File: src/rtl/ovr_pkg.sv
package ovr_pkg;
    localparam int SAMP_PER_UI  = 4;
    localparam int SAMP_PER_CLK = 2 * SAMP_PER_UI;
    localparam int PH_W         = $clog2(SAMP_PER_UI);
    localparam int OUT_W        = 3;
    localparam int CNT_W        = 2;

    typedef logic [PH_W-1:0]         phase_t;
    typedef logic [SAMP_PER_CLK-1:0] window_t;
    typedef logic [SAMP_PER_UI-1:0]  cls_t;

    typedef enum logic [1:0] {
        VERD_NONE  = 2'd0,
        VERD_LATE  = 2'd1,
        VERD_EARLY = 2'd2
    } verdict_e;
endpackage

File: src/rtl/ovr_edge_classes.sv
module ovr_edge_classes
    import ovr_pkg::*;
(
    input  logic    prev_last_i,
    input  window_t win_i,
    output cls_t    cls_o
);
    logic [SAMP_PER_CLK-1:0] trans;

    assign trans[0] = prev_last_i ^ win_i[0];

    generate
        for (genvar k = 1; k < SAMP_PER_CLK; k++) begin : g_trans
            assign trans[k] = win_i[k-1] ^ win_i[k];
        end
        for (genvar j = 0; j < SAMP_PER_UI; j++) begin : g_cls
            assign cls_o[j] = trans[j] | trans[j+SAMP_PER_UI];
        end
    endgenerate
endmodule

File: src/rtl/ovr_phase_track.sv
module ovr_phase_track
    import ovr_pkg::*;
(
    input  logic   clk_i,
    input  logic   rst_ni,
    input  cls_t   cls_i,
    output phase_t phase_o,
    output logic   step_o,
    output logic   wrap_fwd_o,
    output logic   wrap_back_o
);
    localparam phase_t LATE_OFS  = phase_t'(SAMP_PER_UI/2 - 1);
    localparam phase_t EARLY_OFS = phase_t'(SAMP_PER_UI/2 + 1);
    localparam phase_t PH_MAX    = phase_t'(SAMP_PER_UI - 1);

    typedef struct packed {
        phase_t   phase;
        verdict_e hist;
    } trk_t;

    trk_t state_d, state_q;
    phase_t   phase_q, up_ph, dn_ph, late_idx, early_idx;
    verdict_e verdict;
    logic     seen_late, seen_early, go_late, go_early;

    assign phase_q = state_q.phase;

    always_comb begin
        up_ph      = phase_t'(phase_q + 1'b1);
        dn_ph      = phase_t'(phase_q - 1'b1);
        late_idx   = phase_t'(phase_q - LATE_OFS);
        early_idx  = phase_t'(phase_q - EARLY_OFS);
        seen_late  = cls_i[late_idx];
        seen_early = cls_i[early_idx];

        if (seen_late && !seen_early) begin
            verdict = VERD_LATE;
        end else if (seen_early && !seen_late) begin
            verdict = VERD_EARLY;
        end else begin
            verdict = VERD_NONE;
        end

        go_late  = (verdict == VERD_LATE)  && (state_q.hist == VERD_LATE);
        go_early = (verdict == VERD_EARLY) && (state_q.hist == VERD_EARLY);

        state_d = state_q;
        if (go_late) begin
            state_d.phase = up_ph;
            state_d.hist  = VERD_NONE;
        end else if (go_early) begin
            state_d.phase = dn_ph;
            state_d.hist  = VERD_NONE;
        end else begin
            state_d.hist  = verdict;
        end
    end

    always_ff @(posedge clk_i) begin
        if (!rst_ni) begin
            state_q <= '{phase: '0, hist: VERD_NONE};
        end else begin
            state_q <= state_d;
        end
    end

    assign phase_o     = state_d.phase;
    assign step_o      = go_late | go_early;
    assign wrap_fwd_o  = go_late  && (phase_q == PH_MAX);
    assign wrap_back_o = go_early && (phase_q == '0);

    assert_single_step_R3: assert property (@(posedge clk_i) disable iff (!rst_ni)
        (phase_q == $past(phase_q)) ||
        (phase_q == phase_t'($past(phase_q) + 1'b1)) ||
        (phase_q == phase_t'($past(phase_q) - 1'b1)));

    assert_step_needs_history_R3: assert property (@(posedge clk_i) disable iff (!rst_ni)
        (phase_q != $past(phase_q)) |-> ($past(state_q.hist) != VERD_NONE));
endmodule

File: src/rtl/ovr_bit_pick.sv
module ovr_bit_pick
    import ovr_pkg::*;
(
    input  window_t          win_i,
    input  logic             prev_last_i,
    input  phase_t           phase_i,
    input  logic             wrap_fwd_i,
    input  logic             wrap_back_i,
    output logic [OUT_W-1:0] bits_o,
    output logic [CNT_W-1:0] cnt_o
);
    always_comb begin
        if (wrap_back_i) begin
            bits_o = {win_i[SAMP_PER_CLK-1], win_i[SAMP_PER_UI-1], prev_last_i};
            cnt_o  = CNT_W'(3);
        end else if (wrap_fwd_i) begin
            bits_o = {2'b00, win_i[SAMP_PER_UI]};
            cnt_o  = CNT_W'(1);
        end else begin
            bits_o = {1'b0, win_i[{1'b1, phase_i}], win_i[{1'b0, phase_i}]};
            cnt_o  = CNT_W'(2);
        end
    end
endmodule

File: src/rtl/ovr_lock_mon.sv
module ovr_lock_mon #(
    parameter int LOCK_CLKS = 16
) (
    input  logic clk_i,
    input  logic rst_ni,
    input  logic step_i,
    output logic locked_o
);
    localparam int CW = $clog2(LOCK_CLKS + 1);
    localparam logic [CW-1:0] QUIET_MAX = CW'(LOCK_CLKS);

    typedef struct packed {
        logic [CW-1:0] quiet;
        logic          locked;
    } lock_t;

    lock_t lk_d, lk_q;

    always_comb begin
        lk_d = lk_q;
        if (step_i) begin
            lk_d.quiet = '0;
        end else if (lk_q.quiet != QUIET_MAX) begin
            lk_d.quiet = lk_q.quiet + CW'(1);
        end
        lk_d.locked = (lk_d.quiet == QUIET_MAX);
    end

    always_ff @(posedge clk_i) begin
        if (!rst_ni) begin
            lk_q <= '{quiet: '0, locked: 1'b0};
        end else begin
            lk_q <= lk_d;
        end
    end

    assign locked_o = lk_q.locked;

    assert_lock_drop_R7: assert property (@(posedge clk_i) disable iff (!rst_ni)
        step_i |=> !locked_o);

    assert_lock_quiet_R7: assert property (@(posedge clk_i) disable iff (!rst_ni)
        locked_o |-> !$past(step_i));
endmodule

File: src/rtl/os_data_recovery.sv
module os_data_recovery
    import ovr_pkg::*;
#(
    parameter int LOCK_CLKS = 16
) (
    input  logic                   clk_i,
    input  logic                   rst_ni,
    input  logic [SAMP_PER_UI-1:0] samp_even_i,
    input  logic [SAMP_PER_UI-1:0] samp_odd_i,
    output logic [OUT_W-1:0]       rx_bits_o,
    output logic [CNT_W-1:0]       rx_count_o,
    output logic                   locked_o
);
    typedef struct packed {
        logic             prev_last;
        logic [OUT_W-1:0] bits;
        logic [CNT_W-1:0] cnt;
    } out_t;

    out_t    r_d, r_q;
    window_t win;
    cls_t    cls;
    phase_t  phase_new;
    logic    step, wrap_fwd, wrap_back;
    logic [OUT_W-1:0] pick_bits;
    logic [CNT_W-1:0] pick_cnt;

    generate
        for (genvar i = 0; i < SAMP_PER_UI; i++) begin : g_interleave
            assign win[2*i]   = samp_even_i[i];
            assign win[2*i+1] = samp_odd_i[i];
        end
    endgenerate

    ovr_edge_classes u_edges (
        .prev_last_i (r_q.prev_last),
        .win_i       (win),
        .cls_o       (cls)
    );

    ovr_phase_track u_track (
        .clk_i       (clk_i),
        .rst_ni      (rst_ni),
        .cls_i       (cls),
        .phase_o     (phase_new),
        .step_o      (step),
        .wrap_fwd_o  (wrap_fwd),
        .wrap_back_o (wrap_back)
    );

    ovr_bit_pick u_pick (
        .win_i       (win),
        .prev_last_i (r_q.prev_last),
        .phase_i     (phase_new),
        .wrap_fwd_i  (wrap_fwd),
        .wrap_back_i (wrap_back),
        .bits_o      (pick_bits),
        .cnt_o       (pick_cnt)
    );

    ovr_lock_mon #(.LOCK_CLKS(LOCK_CLKS)) u_lock (
        .clk_i    (clk_i),
        .rst_ni   (rst_ni),
        .step_i   (step),
        .locked_o (locked_o)
    );

    always_comb begin
        r_d.prev_last = win[SAMP_PER_CLK-1];
        r_d.bits      = pick_bits;
        r_d.cnt       = pick_cnt;
    end

    always_ff @(posedge clk_i) begin
        if (!rst_ni) begin
            r_q <= '0;
        end else begin
            r_q <= r_d;
        end
    end

    assign rx_bits_o  = r_q.bits;
    assign rx_count_o = r_q.cnt;

    assert_count_nonzero_R4: assert property (@(posedge clk_i) disable iff (!rst_ni)
        $past(rst_ni) |-> (rx_count_o != '0));

    assert_three_on_back_R5: assert property (@(posedge clk_i) disable iff (!rst_ni)
        wrap_back |=> (rx_count_o == CNT_W'(3)));

    assert_one_on_fwd_R6: assert property (@(posedge clk_i) disable iff (!rst_ni)
        wrap_fwd |=> (rx_count_o == CNT_W'(1)));
endmodule

File: config.mk
export PLATFORM = sky130hd
export DESIGN_NAME = os_data_recovery
export DESIGN_NICKNAME = d
export VERILOG_FILES = /design/src/rtl/ovr_pkg.sv /design/src/rtl/ovr_edge_classes.sv /design/src/rtl/ovr_phase_track.sv /design/src/rtl/ovr_bit_pick.sv /design/src/rtl/ovr_lock_mon.sv /design/src/rtl/os_data_recovery.sv
export SDC_FILE = /design/constraint.sdc
export NUM_CORES = 1
export LEC_CHECK = 0
export ABC_AREA = 1
export CORE_ASPECT_RATIO = 1.4
export CORE_MARGIN = 1.5
export CORE_UTILIZATION = 42
export DETAILED_ROUTE_END_ITERATION = 6
export DONT_BUFFER_PORTS = 1
export PLACE_DENSITY = 0.63
export SLEW_MARGIN = 15
export SYNTH_ARGS = -nofsm -noshare
export SYNTH_HDL_FRONTEND = slang
export SYNTH_SLANG_ARGS = --single-unit
File: constraint.sdc
create_clock -name clk_i -period 2.2 [get_ports clk_i]
set_input_delay 0.11 -clock clk_i [delete_from_list [all_inputs] [get_ports clk_i]]
set_output_delay 0.11 -clock clk_i [all_outputs]
set_load 0.01 [all_outputs]
Word level (Yosys, flattened, before mapping). Cells that the tools add are included.

Add/sub/neg operators: 4. $lt $le $gt $ge: 4. Bitwise logic cells: 14. Reductions and logical operators: 10. Muxes and demuxes: 19. Equality and inequality tests: 7.

Operator list (count): 2-to-1 mux 2 bit (7); 2-to-1 mux 5 bit (2); binary-select mux 1 bit (select 2 bit) (4); XOR 1 bit (8); == test 2 bit (second input constant) (3); logical AND 1 bit (6); < comparator 2 x 3 -> 1 bit (second input constant) (2); adder 5 x 1 -> 5 bit (second input constant) (1); == test 5 bit (second input constant) (1); != test 5 bit (second input constant) (1); OR 1 bit (5); == test 2 x 1 -> 1 bit (second input constant) (2); < comparator 2 x 4 -> 1 bit (second input constant) (1); < comparator 3 x 4 -> 1 bit (second input constant) (1); 2-to-1 mux 1 bit (4); 2-to-1 mux 4 bit (1); 2-to-1 mux 3 bit (1); OR reduction 3 bit (1); adder 2 x 1 -> 2 bit (second input constant) (1); logical NOT 1 bit (2); logical NOT 2 bit (1); subtractor 2 x 1 -> 2 bit (second input constant) (1); subtractor 2 bit (second input constant) (1); inverter 1 bit (1).

Input port bits: 10. Register bits: 16. Output and inout bits: 6. Logic and storage cells: 65.

Depth between registers and ports, before layout.
Depth in word-level cells: 16. Mapped depth: 15. Depth with buffers taken out: 15.

By module. Synthesis repeated with hierarchy kept, for this count alone.

Cells, all modules: 194. Area total of the unflattened synthesis: 1173.6 µm².

Modules (own cells, without submodules): ovr_phase_track (area an instance 392.9 µm², cells each 67, sequential area each 80.1 µm², instances 1); ovr_lock_mon (area an instance 329.1 µm², cells each 45, sequential area each 120.1 µm², instances 1); os_data_recovery (area an instance 202.7 µm², cells each 23, sequential area each 120.1 µm², instances 1); ovr_bit_pick (area an instance 135.1 µm², cells each 34, sequential area each 0.0 µm², instances 1); ovr_edge_classes (area an instance 113.9 µm², cells each 25, sequential area each 0.0 µm², instances 1).

Worst setup path before layout. OpenSTA, ideal clock, no wires.

Path kind: register -> register. Start point: register u_track.state_q, in the netlist u_track.phase_q[0]. End point: register r_q, in the netlist rx_bits_o[0]. Data required time: 2.077 ns. Setup time: 0.123 ns. Path slack: 0.273 ns. Arrival time: 1.804 ns. Path buffers: 0. Period minus slack after synthesis: 1.927 ns. Stages on the path, launching flop included: 13. Cells stage by stage: dfxtp_1 > inv_2 > ha_1 > inv_1 > nand3_1 > nand2_1 > nand3_4 > nand3_1 > nand3_1 > nand3_1 > nand2_1 > nand2_1 > a21oi_1.

Longest elaborated chain between the ends: 15. Elaborated cells on any way between the ends: 27. Classes of those cells: 3 x add/sub; 3 x eq/ne; 12 x mux; 9 x reduce/logical.

Ends and longest elaborated chain: start: declaration (RTL line ovr_phase_track.sv:21) `trk_t state_d, state_q;`; start signal: assignment (RTL line ovr_phase_track.sv:61) `state_q <= '{phase: '0, hist: VERD_NONE};`; start signal: assignment (RTL line ovr_phase_track.sv:63) `state_q <= state_d;`; subtractor 2 x 1 -> 2 bit (RTL line ovr_phase_track.sv:30, ovr_phase_track.sv:31); binary-select mux 1 bit (select 2 bit) (RTL line ovr_phase_track.sv:33) `seen_late = cls_i[late_idx];`; 2-to-1 mux 1 bit (implied by the code) (RTL line ovr_phase_track.sv:33); logical NOT 1 bit (RTL line ovr_phase_track.sv:38) `end else if (seen_early && !seen_late) begin`; logical AND 1 bit (RTL line ovr_phase_track.sv:38); 2-to-1 mux 2 bit (RTL line ovr_phase_track.sv:38); 2-to-1 mux 2 bit (RTL line ovr_phase_track.sv:36) `if (seen_late && !seen_early) begin`; == test 2 bit (RTL line ovr_phase_track.sv:45) `go_early = (verdict == VERD_EARLY) && (state_q.hist == VERD_EARLY);`; logical AND 1 bit (RTL line ovr_phase_track.sv:45); 2-to-1 mux 2 bit (RTL line ovr_phase_track.sv:51) `end else if (go_early) begin`; 2-to-1 mux 4 bit (RTL line ovr_phase_track.sv:48) `if (go_late) begin`; binary-select mux 1 bit (select 2 bit) (RTL line ovr_bit_pick.sv:20) `bits_o = {1'b0, win_i[{1'b1, phase_i}], win_i[{1'b0, phase_i}]};`; 2-to-1 mux 1 bit (implied by the code) (RTL line ovr_bit_pick.sv:20); 2-to-1 mux 2 bit (RTL line ovr_bit_pick.sv:16) `end else if (wrap_fwd_i) begin`; 2-to-1 mux 3 bit (*) (RTL line ovr_bit_pick.sv:13) `if (wrap_back_i) begin`; end signal: assignment (RTL line os_data_recovery.sv:78) `r_q <= r_d;`; end: declaration (RTL line os_data_recovery.sv:20) `out_t r_d, r_q;`.

Every way passes the cells marked *; elsewhere a longest branch is shown, timed or not. The select of a mux whose other input is x is not followed. A chain may end at the register's enable or synchronous reset.

Final worst setup path.
Start point: register u_track.state_q, in the netlist u_track.phase_q[1]. End point: register r_q, in the netlist rx_bits_o[0].

Same word-level chain as after synthesis.

==> results.cfg <==
[run_status]
status = finished, final reports clean

[job]
max_cap_violations = 0

[worst_setup_path]
critPathMaxFanout = 7
critPathCaptureType = flip-flop
critPathArrivalTime_ns = 2.18
reg2reg_to = rx_bits_o[0]
worstSetupPathDepth = 12
crit_chain = inv_1 -> ha_2 -> inv_2 -> nand3_1 -> nand2_2 -> nor2_2 -> nand3_1 -> nand2_1 -> nand3_1 -> nand2_1 -> nand2_1 -> a21oi_1
ff2ff_path_depth = 12
cp_slowest_cell = ha_2
worst_setup_path_start_kind = flip-flop
path_class = flip-flop to flip-flop
r2r_slack_ns = 0.24
crit_path_max_incr_delay_ns = 0.40
path_buf_inv = 2
critical-path-top-delay-family = simple AND/OR/NAND/NOR gates
r2r-start = u_track.phase_q[1]
required_ns = 2.43

[hold_path]
hp-class = primary input to flip-flop
hold_depth = 2
hold_path_end = rx_count_o[0]
worstHoldStart = rst_ni

[global_routing]
grt_pass1_wl_um = 3820
antenna_found_initial = 0
grt_pass1_vias = 902
grt_usage_pct = 18.5
grt_overflow = 0
grt_max_degree = 10

[power_and_ir_drop]
intPower_mw = 0.483
power_mw = 0.737
p_leak_nw = 0.585
peakVddDrop_mv = 0.238
seq_power_share_pct = 44.8
p_sw_share_pct = 34.5
power_frac_comb_pct = 27.6
power_density_nw_per_um2 = 643
p_switching_mw = 0.254
clkPwrFrac_pct = 27.6

[yosys]
yosysTopAreaCell = dfxtp_1
syn-instance-count = 156
ys_seq_area_share_pct = 31.1
syn-cell-area_sq_um = 1030
yosysUniqueCellTypes = 20
synth_fp_nets = 170
yosysTopAreaCellShare_pct = 31.1
ys_seq_elements = 16
yosysWarnings = 0
synthTopCellsByArea = dfxtp_1, nand2_1, nand3_1
synth_area_per_cell_sq_um = 6.61

[detailed_routing]
drt_iter0_drc = 28
drtAntennaViolNets = 0
drc_errors = 0
num_vias = 988
drt_first_pass_iters = 4
viasPerCell = 5.28
drt-wirelength-per-cell_um = 12.3
drt-total-wl_um = 2310

[floorplan]
initial_core_util_pct = 43.6
core_sq_um = 2360
io_pins = 16
die_width_um = 44.9
fp.dieArea_sq_um = 2770
die_y_um = 61.6
rows = 21

[sta]
setup_viol = 0
rsz0062_at_grt = no
period_needed_ns = 1.96
clock_skew_ns = 0.00509
tightestPinTransition_ns = 0.471
post-route-period-util_pct = 89.0
maxSlewHeadroom_pct = 68.5
setup_tns_ns = 0
max_freq_mhz = 511
hold_viol_final = 0
finalMaxSlewViolations = 0

[place]
gp_congestion = 0.923
io_buffers = 0
place_hpwl_um = 1870

[layout]
area.sequential_sq_um = 320
fillCellCount = 250
drive_gt1_share_pct = 14.6
mostFrequentLayoutCells = nand2_1, nand3_1, inv_1, dfxtp_1, nor2_1
multi_input_area_sq_um = 622
final_common_cell = nand2_1
area_growth_pct = 11.2
nNetsFinal = 179
antenna_cells = 0

[clocking]
root_buffer = clkbuf_4
cts_sinks = 16
clk_latency_ns = 0.29
cts_tree = built
cts-buffers-inserted = 3
clk_path_buf_depth = 2
cts_max_level = 1
clk_pin_slew_worst_paths_ns = 0.11
==> power groups by stage <==
stage | Sequential (mW) | Combinational, mW | Clock [mW]
global route | 0.333 | 0.231 | 0.219
CTS | 0.331 | 0.200 | 0.206
floorplan | 0.335 | 0.157 | 0
detailed placement | 0.337 | 0.195 | 0
global placement | 0.336 | 0.191 | 0
finish | 0.330 | 0.203 | 0.204
==> stage by stage <==
| step | std cells | util [%] | hold slack (ns) | setup WS, ns | cell area [sq um] |
|---|---|---|---|---|---|
| final | 187 | 48.5 | 0.0755 | 0.243 | 1150 |
| after global routing | 187 | 48.5 | 0.0989 | 0.0720 | 1150 |
| after CTS | 187 | 47.9 | 0.0771 | 0.138 | 1130 |
| after detailed placement | 180 | 45.1 | 0.236 | 0.153 | 1070 |
| after global placement | 180 | 45.1 | 0.241 | 0.208 | 1070 |
| after floorplan | 156 | - | 0.222 | 0.273 | 1030 |
==> worst max-delay path by stage <==
stage	end	slack [ns]	startpoint
floorplan	rx_bits_o[0]	0.27	u_track.phase_q[0]
global placement	rx_bits_o[0]	0.21	u_track.phase_q[0]
detailed placement	rx_bits_o[0]	0.15	u_track.phase_q[0]
CTS	rx_bits_o[0]	0.14	u_track.phase_q[0]
global route	u_lock.lk_q[4]	0.07	u_track.phase_q[1]
finish	rx_bits_o[0]	0.24	u_track.phase_q[1]
==> cell families (layout without fill, tap and decap cells) <==
kind of cell,after synthesis,in the layout,synth area share (%)
and+or+nand+nor,97,97,46.4
DFF,16,16,31.1
buffers and inverters,27,35,9.83
adders and majority gates,4,4,4.85
AOI/OAI and AO/OA,8,8,4.49
xor gates and xnor gates,4,4,3.40
==> timing repair <==
item / in CTS / in global routing
endpoints found under the setup margin: 0 / 6
gates resized for setup: 0 / 4
hold endpoints to repair: 3 / 0
buffers inserted: 0 / 0
hold buffers: 3 / 0
==> area by class of cell <==
type | instances | share of cell area, %
Sequential cell | 16 | 27.9
Tap cell | 23 | 2.51
Clock buffer | 4 | 3.17
Inverter | 27 | 8.84
Timing Repair Buffer | 4 | 3.28
Multi-Input combinational cell | 113 | 54.3
==> registers in the layout, indices dropped and copies added, names as in the netlist <==
signal           count
u_track.state_q      2
u_track.phase_q      2
rx_count_o           2
rx_bits_o            3
u_lock.locked_o      1
u_lock.lk_q          5
r_q                  1
==> routing by layer <==
| metal | wire length [um] | GRT usage, % | up-vias |
|---|---|---|---|
| met5 | 0 | 0 | - |
| met4 | 17 | 7.14 | 0 |
| met3 | 84 | 3.23 | 2 |
| met2 | 1280 | 34.0 | 20 |
| met1 | 923 | 20.9 | 454 |
| li1 | - | - | 512 |
==> synthesized netlist by cell type (all sizes together) <==
cell,count
nor2,14
nand3,32
a31oi,1
dfxtp,16
nor3,1
nand4,4
o22ai,1
a21oi,6
inv,27
nand2,46
xor2,3
ha,4
xnor2,1
==> worst reg2reg max path, cell delays in order (launching register included) <==
cell and delay, ns:
dfxtp_1 0.38, inv_1 0.07, ha_2 0.40, inv_2 0.08, nand3_1 0.10, nand2_2 0.08
nor2_2 0.20, nand3_1 0.09, nand2_1 0.13, nand3_1 0.11, nand2_1 0.08, nand2_1 0.05
a21oi_1 0.11
(Power assumes the default switching activity.)
